<file path="src/rtl/lane_align_pkg.sv">
package lane_align_pkg;

  typedef enum logic [1:0] {
    LS_RESET = 2'd0,
    LS_SYNC  = 2'd1,
    LS_ALIGN = 2'd2,
    LS_DATA  = 2'd3
  } link_state_e;

  localparam logic [7:0] CH_START = 8'h1C;
  localparam logic [7:0] CH_END   = 8'h7C;

  localparam int CFG_OCTETS = 14;
  localparam int IDX_W      = $clog2(CFG_OCTETS);
  localparam int CFG_MF     = 1;

  typedef struct packed {
    logic [7:0] devId;
    logic [3:0] adjCount;
    logic [3:0] bankId;
    logic       adjDir;
    logic       phaseAdj;
    logic [4:0] laneId;
    logic       scramble;
    logic [4:0] laneCnt;
    logic [7:0] octPerFrame;
    logic [4:0] framesPerMf;
    logic [7:0] convCnt;
    logic [1:0] ctrlBits;
    logic [4:0] resolution;
    logic [2:0] subclassVer;
    logic [4:0] sampleBits;
    logic [2:0] version;
    logic [4:0] samplesPerConv;
    logic       highDensity;
    logic [4:0] ctrlWords;
    logic [7:0] res1;
    logic [7:0] res2;
    logic [7:0] checkSum;
  } cfg_t;

  localparam int CFG_BITS = $bits(cfg_t);

  typedef struct packed {
    logic             clear;
    logic             capEn;
    logic [IDX_W-1:0] capIdx;
  } strobe_t;

endpackage

</file>
<file path="src/rtl/lane_align_ctrl.sv">
module lane_align_ctrl
  import lane_align_pkg::*;
#(
  parameter int MF_LEN_W = 9,
  parameter int NUM_MF   = 4
) (
  input  logic                clk,
  input  logic                rstN,
  input  logic [1:0]          linkState,
  input  logic                isCtrl,
  input  logic                dispErr,
  input  logic                codeErr,
  input  logic [7:0]          charVal,
  input  logic [MF_LEN_W-1:0] mfOctets,
  input  logic                chkMismatch,
  output strobe_t             stb,
  output logic                finished,
  output logic                errAny,
  output logic                wrongChk,
  output logic                unexpChar,
  output logic                cfgValid
);

  localparam int MF_W = (NUM_MF > 1) ? $clog2(NUM_MF) : 1;

  link_state_e         st;
  logic [MF_LEN_W-1:0] pos;
  logic [MF_LEN_W-1:0] lastPos;
  logic [MF_W-1:0]     mfIdx;
  logic                seqDone;

  logic isStart, isEnd, atFirst, atLast, active;
  logic misplaced, decodeBad, closeCfg, earlyData, inCfgMf;

  always_comb begin
    st        = link_state_e'(linkState);
    lastPos   = mfOctets - MF_LEN_W'(1);
    isStart   = isCtrl && (charVal == CH_START);
    isEnd     = isCtrl && (charVal == CH_END);
    atFirst   = (pos == '0);
    atLast    = (pos == lastPos);
    active    = (st == LS_ALIGN) && !seqDone;
    inCfgMf   = (mfIdx == MF_W'(CFG_MF));
    misplaced = active && ((isStart && !atFirst) || (isEnd && !atLast));
    decodeBad = active && (dispErr || codeErr);
    closeCfg  = active && atLast && inCfgMf;
    earlyData = (st == LS_DATA) && !seqDone;

    stb.clear  = (st == LS_RESET);
    stb.capEn  = active && inCfgMf && !atFirst &&
                 (pos <= MF_LEN_W'(CFG_OCTETS));
    stb.capIdx = IDX_W'(pos - MF_LEN_W'(1));
  end

  // Position tracking across the multiframes
  always_ff @(posedge clk or negedge rstN) begin
    if (!rstN) begin
      pos     <= '0;
      mfIdx   <= '0;
      seqDone <= 1'b0;
    end else if (st == LS_RESET) begin
      pos     <= '0;
      mfIdx   <= '0;
      seqDone <= 1'b0;
    end else if (active) begin
      if (atLast) begin
        pos <= '0;
        if (mfIdx == MF_W'(NUM_MF - 1)) seqDone <= 1'b1;
        else                            mfIdx   <= mfIdx + MF_W'(1);
      end else begin
        pos <= pos + MF_LEN_W'(1);
      end
    end
  end

  // Sticky status flags
  always_ff @(posedge clk or negedge rstN) begin
    if (!rstN) begin
      errAny    <= 1'b0;
      wrongChk  <= 1'b0;
      unexpChar <= 1'b0;
      cfgValid  <= 1'b0;
      finished  <= 1'b0;
    end else if (st == LS_RESET) begin
      errAny    <= 1'b0;
      wrongChk  <= 1'b0;
      unexpChar <= 1'b0;
      cfgValid  <= 1'b0;
      finished  <= 1'b0;
    end else begin
      if (misplaced) begin
        errAny    <= 1'b1;
        unexpChar <= 1'b1;
      end
      if (decodeBad || earlyData) errAny <= 1'b1;
      if (closeCfg) begin
        cfgValid <= 1'b1;
        if (chkMismatch) begin
          errAny   <= 1'b1;
          wrongChk <= 1'b1;
        end
      end
      finished <= (st == LS_DATA) && seqDone && !errAny;
    end
  end

endmodule

</file>
<file path="src/rtl/lane_align_dpath.sv">
module lane_align_dpath
  import lane_align_pkg::*;
(
  input  logic       clk,
  input  logic       rstN,
  input  strobe_t    stb,
  input  logic [7:0] charVal,
  output cfg_t       cfgOut,
  output logic       chkMismatch
);

  cfg_t       cfgReg;
  logic [7:0] fieldSum;

  // Capture octets straight into their unpacked fields
  always_ff @(posedge clk or negedge rstN) begin
    if (!rstN) begin
      cfgReg <= '0;
    end else if (stb.clear) begin
      cfgReg <= '0;
    end else if (stb.capEn) begin
      case (stb.capIdx)
        4'd0:  cfgReg.devId <= charVal;
        4'd1:  begin
                 cfgReg.adjCount <= charVal[7:4];
                 cfgReg.bankId   <= charVal[3:0];
               end
        4'd2:  begin
                 cfgReg.adjDir   <= charVal[6];
                 cfgReg.phaseAdj <= charVal[5];
                 cfgReg.laneId   <= charVal[4:0];
               end
        4'd3:  begin
                 cfgReg.scramble <= charVal[7];
                 cfgReg.laneCnt  <= charVal[4:0];
               end
        4'd4:  cfgReg.octPerFrame <= charVal;
        4'd5:  cfgReg.framesPerMf <= charVal[4:0];
        4'd6:  cfgReg.convCnt     <= charVal;
        4'd7:  begin
                 cfgReg.ctrlBits   <= charVal[7:6];
                 cfgReg.resolution <= charVal[4:0];
               end
        4'd8:  begin
                 cfgReg.subclassVer <= charVal[7:5];
                 cfgReg.sampleBits  <= charVal[4:0];
               end
        4'd9:  begin
                 cfgReg.version        <= charVal[7:5];
                 cfgReg.samplesPerConv <= charVal[4:0];
               end
        4'd10: begin
                 cfgReg.highDensity <= charVal[7];
                 cfgReg.ctrlWords   <= charVal[4:0];
               end
        4'd11: cfgReg.res1     <= charVal;
        4'd12: cfgReg.res2     <= charVal;
        4'd13: cfgReg.checkSum <= charVal;
        default: ;
      endcase
    end
  end

  // Modulo-256 sum of the configuration fields, reserved octets excluded
  always_comb begin
    fieldSum = cfgReg.devId + 8'(cfgReg.adjCount) + 8'(cfgReg.bankId)
             + 8'(cfgReg.adjDir) + 8'(cfgReg.phaseAdj) + 8'(cfgReg.laneId)
             + 8'(cfgReg.scramble) + 8'(cfgReg.laneCnt) + cfgReg.octPerFrame
             + 8'(cfgReg.framesPerMf) + cfgReg.convCnt + 8'(cfgReg.ctrlBits)
             + 8'(cfgReg.resolution) + 8'(cfgReg.subclassVer)
             + 8'(cfgReg.sampleBits) + 8'(cfgReg.version)
             + 8'(cfgReg.samplesPerConv) + 8'(cfgReg.highDensity)
             + 8'(cfgReg.ctrlWords);
    chkMismatch = (fieldSum != cfgReg.checkSum);
    cfgOut      = cfgReg;
  end

endmodule

</file>
<file path="src/rtl/lane_align_parser.sv">
module lane_align_parser
  import lane_align_pkg::*;
#(
  parameter int MF_LEN_W = 9,
  parameter int NUM_MF   = 4
) (
  input  logic                clk,
  input  logic                rstN,
  input  logic [1:0]          linkState,
  input  logic                charIsCtrl,
  input  logic                charDispErr,
  input  logic                charCodeErr,
  input  logic [7:0]          charVal,
  input  logic [MF_LEN_W-1:0] mfOctets,
  output logic [CFG_BITS-1:0] cfgRecord,
  output logic                cfgValid,
  output logic                finished,
  output logic                linkErr,
  output logic                wrongChk,
  output logic                unexpChar
);

  strobe_t stb;
  cfg_t    cfgNow;
  logic    chkMismatch;

  lane_align_ctrl #(
    .MF_LEN_W (MF_LEN_W),
    .NUM_MF   (NUM_MF)
  ) u_ctrl (
    .clk         (clk),
    .rstN        (rstN),
    .linkState   (linkState),
    .isCtrl      (charIsCtrl),
    .dispErr     (charDispErr),
    .codeErr     (charCodeErr),
    .charVal     (charVal),
    .mfOctets    (mfOctets),
    .chkMismatch (chkMismatch),
    .stb         (stb),
    .finished    (finished),
    .errAny      (linkErr),
    .wrongChk    (wrongChk),
    .unexpChar   (unexpChar),
    .cfgValid    (cfgValid)
  );

  lane_align_dpath u_dpath (
    .clk         (clk),
    .rstN        (rstN),
    .stb         (stb),
    .charVal     (charVal),
    .cfgOut      (cfgNow),
    .chkMismatch (chkMismatch)
  );

  assign cfgRecord = cfgNow;

endmodule

</file>
<file path="config.mk">
export PLATFORM = sky130hd
export DESIGN_NAME = lane_align_parser
export DESIGN_NICKNAME = d
export VERILOG_FILES = /design/src/rtl/lane_align_pkg.sv /design/src/rtl/lane_align_ctrl.sv /design/src/rtl/lane_align_dpath.sv /design/src/rtl/lane_align_parser.sv
export SDC_FILE = /design/constraint.sdc
export NUM_CORES = 1
export LEC_CHECK = 0
export CORE_AREA = 4 4 136 203
export DETAILED_ROUTE_END_ITERATION = 8
export DIE_AREA = 0 0 140 207
export GPL_TIMING_DRIVEN = 0
export PLACE_DENSITY = 0.52
export SLEW_MARGIN = 0
export SYNTH_ARGS = -nofsm -noshare
export SYNTH_HDL_FRONTEND = slang
export SYNTH_HIERARCHICAL = 1
export SYNTH_SLANG_ARGS = --single-unit
</file>
<file path="constraint.sdc">
create_clock -name clk -period 5.79 [get_ports clk]
set_input_delay 1.4475 -clock clk [delete_from_list [all_inputs] [get_ports clk]]
set_output_delay 1.4475 -clock clk [all_outputs]
set_load 0.005 [all_outputs]
</file>
==> reports/qor.csv <==
stage,metric,value,unit
sta,final setup violating endpoints,0,
clocking,H-tree levels,4,
floorplan,Die ar.,28980,um^2
routing,Routed WL per cell,19.68,um
floorplan,Die W,140,um
hold_path,Hold Crit Class,reg -> reg,
cells_and_area,final non-filler cell total,1205,
setup_path,Critical Path Start Type,flop,
power,sequential power share,39.5,%
power,leakage,4.665,nW
cells_and_area,layout cell share with drive strength beyond 1,8.945,%
synthesis,Avg Inst Size Synth,10.83,um^2
synthesis,Post-Synthesis Net Count,815,
place,DP HPWL,17980,um
power,Clk pwr share,52.5,%
synthesis,Mapped Cells,705,
sta,fin crit period,5509,ps
routing,via count,5558,
place,Placed Cells incl. Taps,1168,
run,Max-Cap Viols,0,
synthesis,Synth Register Bits,120,
synthesis,Synth warnings,6,
routing,DRC errors left,0,
sta,Final Cycle Share,95.15,%
sta,RSZ-0062 raised after global routing,false,
sta,Slew headroom,33.21,%
synthesis,Adder-Cell Fraction of Synth Area,19.90,%
clocking,CTS tree,built,
sta,Setup Skew,10.83,ps
routing,Max Used Layer,met4,
setup_path,CP arrival,5850,ps
synthesis,most used flip-flop cell after synthesis,dfrtp_1,
synthesis,Synth Area in Simple Gates,13.54,%
place,post-placement setup slack,-192.4,ps
synthesis,synthesized area,7634,um^2
global_routing,initial antenna violation count,0,
clocking,CTS max path bufs,2,
outcome,status,finished clean,
clocking,CTS hold repair buffers,0,
cells_and_area,antenna cells,0,
power,total power,2.156,mW
power,total internal power,1.633,mW
global_routing,GRT Resource Usage Total,16.91,%
power,Peak VDD IR,0.1923,mV
global_routing,first-pass GRT wire length,37150,um
floorplan,Rows,72,
routing,met2 wire length,12870,um
setup_path,crit path max fanout,3,
setup_path,CP endpoint kind,flop,
synthesis,Synth Area in Compound Gates,3.639,%
place,I/O Buffers,129,
routing,DR iter-0 viols,251,
synthesis,register area share after synthesis,39.34,%
cells_and_area,area delta synth->final,31.90,%
place,GP Congestion,0.8227,
power,Sw Share,24.26,%
sta,Tightest Pin Transition,1002,ps
synthesis,count of different cell masters after synthesis,59,
sta,fin. max-slew vios,0,
routing,final WL,23710,um
power,Logic pwr share,8.0,%
synthesis,XOR/XNOR share of the synthesized area,3.852,%
power,pwr dens,214.2,nW/um^2
global_routing,pin count of the biggest net entering global routing,75,
clocking,Root Driver,clkbuf_16,
routing,Detail Route met3 WL,915,um
clocking,CTS buffer count,17,
power,NetSw,0.5232,mW
global_routing,global route overflow,0,
setup_path,required time worst endpoint,6130,ps
routing,Antenna Nets Post-Route,0,
floorplan,Initial Util,29.63,%
floorplan,Ports,132,
global_routing,vias in the first global route,6183,
synthesis,ys async rst share,100.0,%
clocking,clock transition at the registers of the reported paths,60,ps
sta,setup ws final,280.9,ps
clocking,clk sink count,120,
floorplan,Die H,207,um
synthesis,largest family of logic cells by synthesized area,adder cells,
routing,vias per inst,4.612,
synthesis,post-synthesis mux area share,13.77,%
routing,drt first pass iters,4,
clocking,Worst-Skew Late Latency,420,ps
cells_and_area,final net count,969,
synthesis,Post-synth EDFFs,0,
floorplan,Core Footprint,25760,um^2
sta,endpoints failing hold,0,
routing,M1 wire length,9272,um
setup_path,CP Class,reg -> reg,
sta,maximum clock rate,181.5,MHz
## layer usage
layer	global-route usage [%]	up-vias
li1	-	2587
met1	19.54	2801
met2	31.10	143
met3	3.069	27
met4	5.784	0
met5	0	-
## final timing paths
kind                            cells after the start                            from  slack (ps)                        endpoint
worst max-delay path                               17  u_dpath/cfgOut[40]$_DFFE_PN0P_         280         u_ctrl/errAny$_DFF_PN0_
worst min-delay path                                2    u_ctrl/unexpChar$_DFFE_PN0P_         500    u_ctrl/unexpChar$_DFFE_PN0P_
worst max register to register                     17  u_dpath/cfgOut[40]$_DFFE_PN0P_         280         u_ctrl/errAny$_DFF_PN0_
worst min register to register                      2    u_ctrl/unexpChar$_DFFE_PN0P_         500    u_ctrl/unexpChar$_DFFE_PN0P_
max in group asynchronous                           2                            rstN        4040  u_dpath/cfgOut[45]$_DFFE_PN0P_
min in group asynchronous                           1                            rstN         980   u_dpath/cfgOut[9]$_DFFE_PN0P_
## power by group through the flow
stage	Combinational, mW	Sequential, mW	Clock (mW)
2_1_floorplan	0.0938	0.865	0
3_3_place_gp	0.171	0.866	0
3_5_place_dp	0.175	0.866	0
4_1_cts	0.176	0.851	1.16
5_1_grt	0.191	0.851	1.19
6_report	0.173	0.851	1.13
## area by class of cell
class	count	area, um^2
fillers	2632	15700
multi-input cells	468	4210
flip-flops and latches	120	3007
repair buffers	135	1358
clock buffers	21	450.4
well taps	333	416.7
inverters	82	307.8
clock inverters	11	171.4
plain buffers	35	147.6
## cell usage after synthesis (all sizes together), types with 2 or more instances
cell type	number	area, um^2
nor3	12	76.33
or2	4	25.02
a21o	3	22.52
xor2	10	87.58
a31oi	2	12.51
fa	59	1181
a211oi	2	15.01
o311ai	2	17.52
nand3b	3	47.55
and3	2	12.51
nand2b	12	75.07
nand4	2	12.51
a21oi	7	35.03
nand3	6	30.03
or4	2	18.77
or3	3	18.77
nand2	21	81.33
nor3b	4	35.03
o21ai	6	33.78
o31ai	2	15.01
a22oi	2	15.01
o211ai	2	15.01
dfrtp	120	3003
nor4	4	31.28
mux2i	105	1051
xnor2	21	183.9
inv	82	307.8
o21bai	2	26.28
nor2	126	505.5
buf	7	42.54
clkbuf	28	105.1
ha	27	337.8
## through the flow
step,cell area [um^2],util (%),hold slack [ps],setup TNS [ps]
6_report,10070,39.08,501.0,0
5_1_grt,10070,39.08,532.4,0
4_1_cts,10010,38.84,501.7,0
3_5_place_dp,9370,36.37,486.0,-334.9
3_3_place_gp,9341,36.26,486.7,-237350
2_1_floorplan,7634,-,470.5,0
## worst max-delay path: stages, from the launching register on
cell	delay [ps]
dfrtp_1	410
fa_1	540
inv_1	50
fa_1	580
fa_1	470
fa_1	510
fa_1	490
inv_1	50
fa_1	460
ha_1	300
a211oi_1	390
o21bai_1	130
a21oi_1	190
xnor2_1	110
nand3_2	140
nand2_1	60
or3_4	390
a31oi_2	140
## cell usage in the layout (no fill, tap or decap), types with 20 or more instances in the layout
cell type        instances
clkdlybuf4s50_1        128
nor2_1                 119
dfrtp_1                117
mux2i_1                105
inv_1                   82
fa_1                    57
clkbuf_1                31
ha_1                    27
xnor2_1                 21
nand2_1                 20
## sequential cells by signal, summed over array words and instances, names as in the netlist
| signal | count |
|---|---|
| u_ctrl/unexpChar | 1 |
| u_ctrl/seqDone | 1 |
| u_ctrl/mfIdx | 2 |
| u_ctrl/finished | 1 |
| u_ctrl/pos | 9 |
| u_dpath/cfgOut | 103 |
| u_ctrl/wrongChk | 1 |
| u_ctrl/errAny | 1 |
| u_ctrl/cfgValid | 1 |
## cells by family after synthesis
family | after synthesis
mux | 105
compound gates | 37
flops | 120
buf+inv | 117
xor+xnor | 32
fa+ha+maj | 86
simple gates | 208
## timing repair
item,CTS,global route
pin swaps,2,15
setup endpoints to repair,2,2
resized for setup,3,8
buffers inserted,0,5
Note: power is estimated with default switching activity, not from simulation.
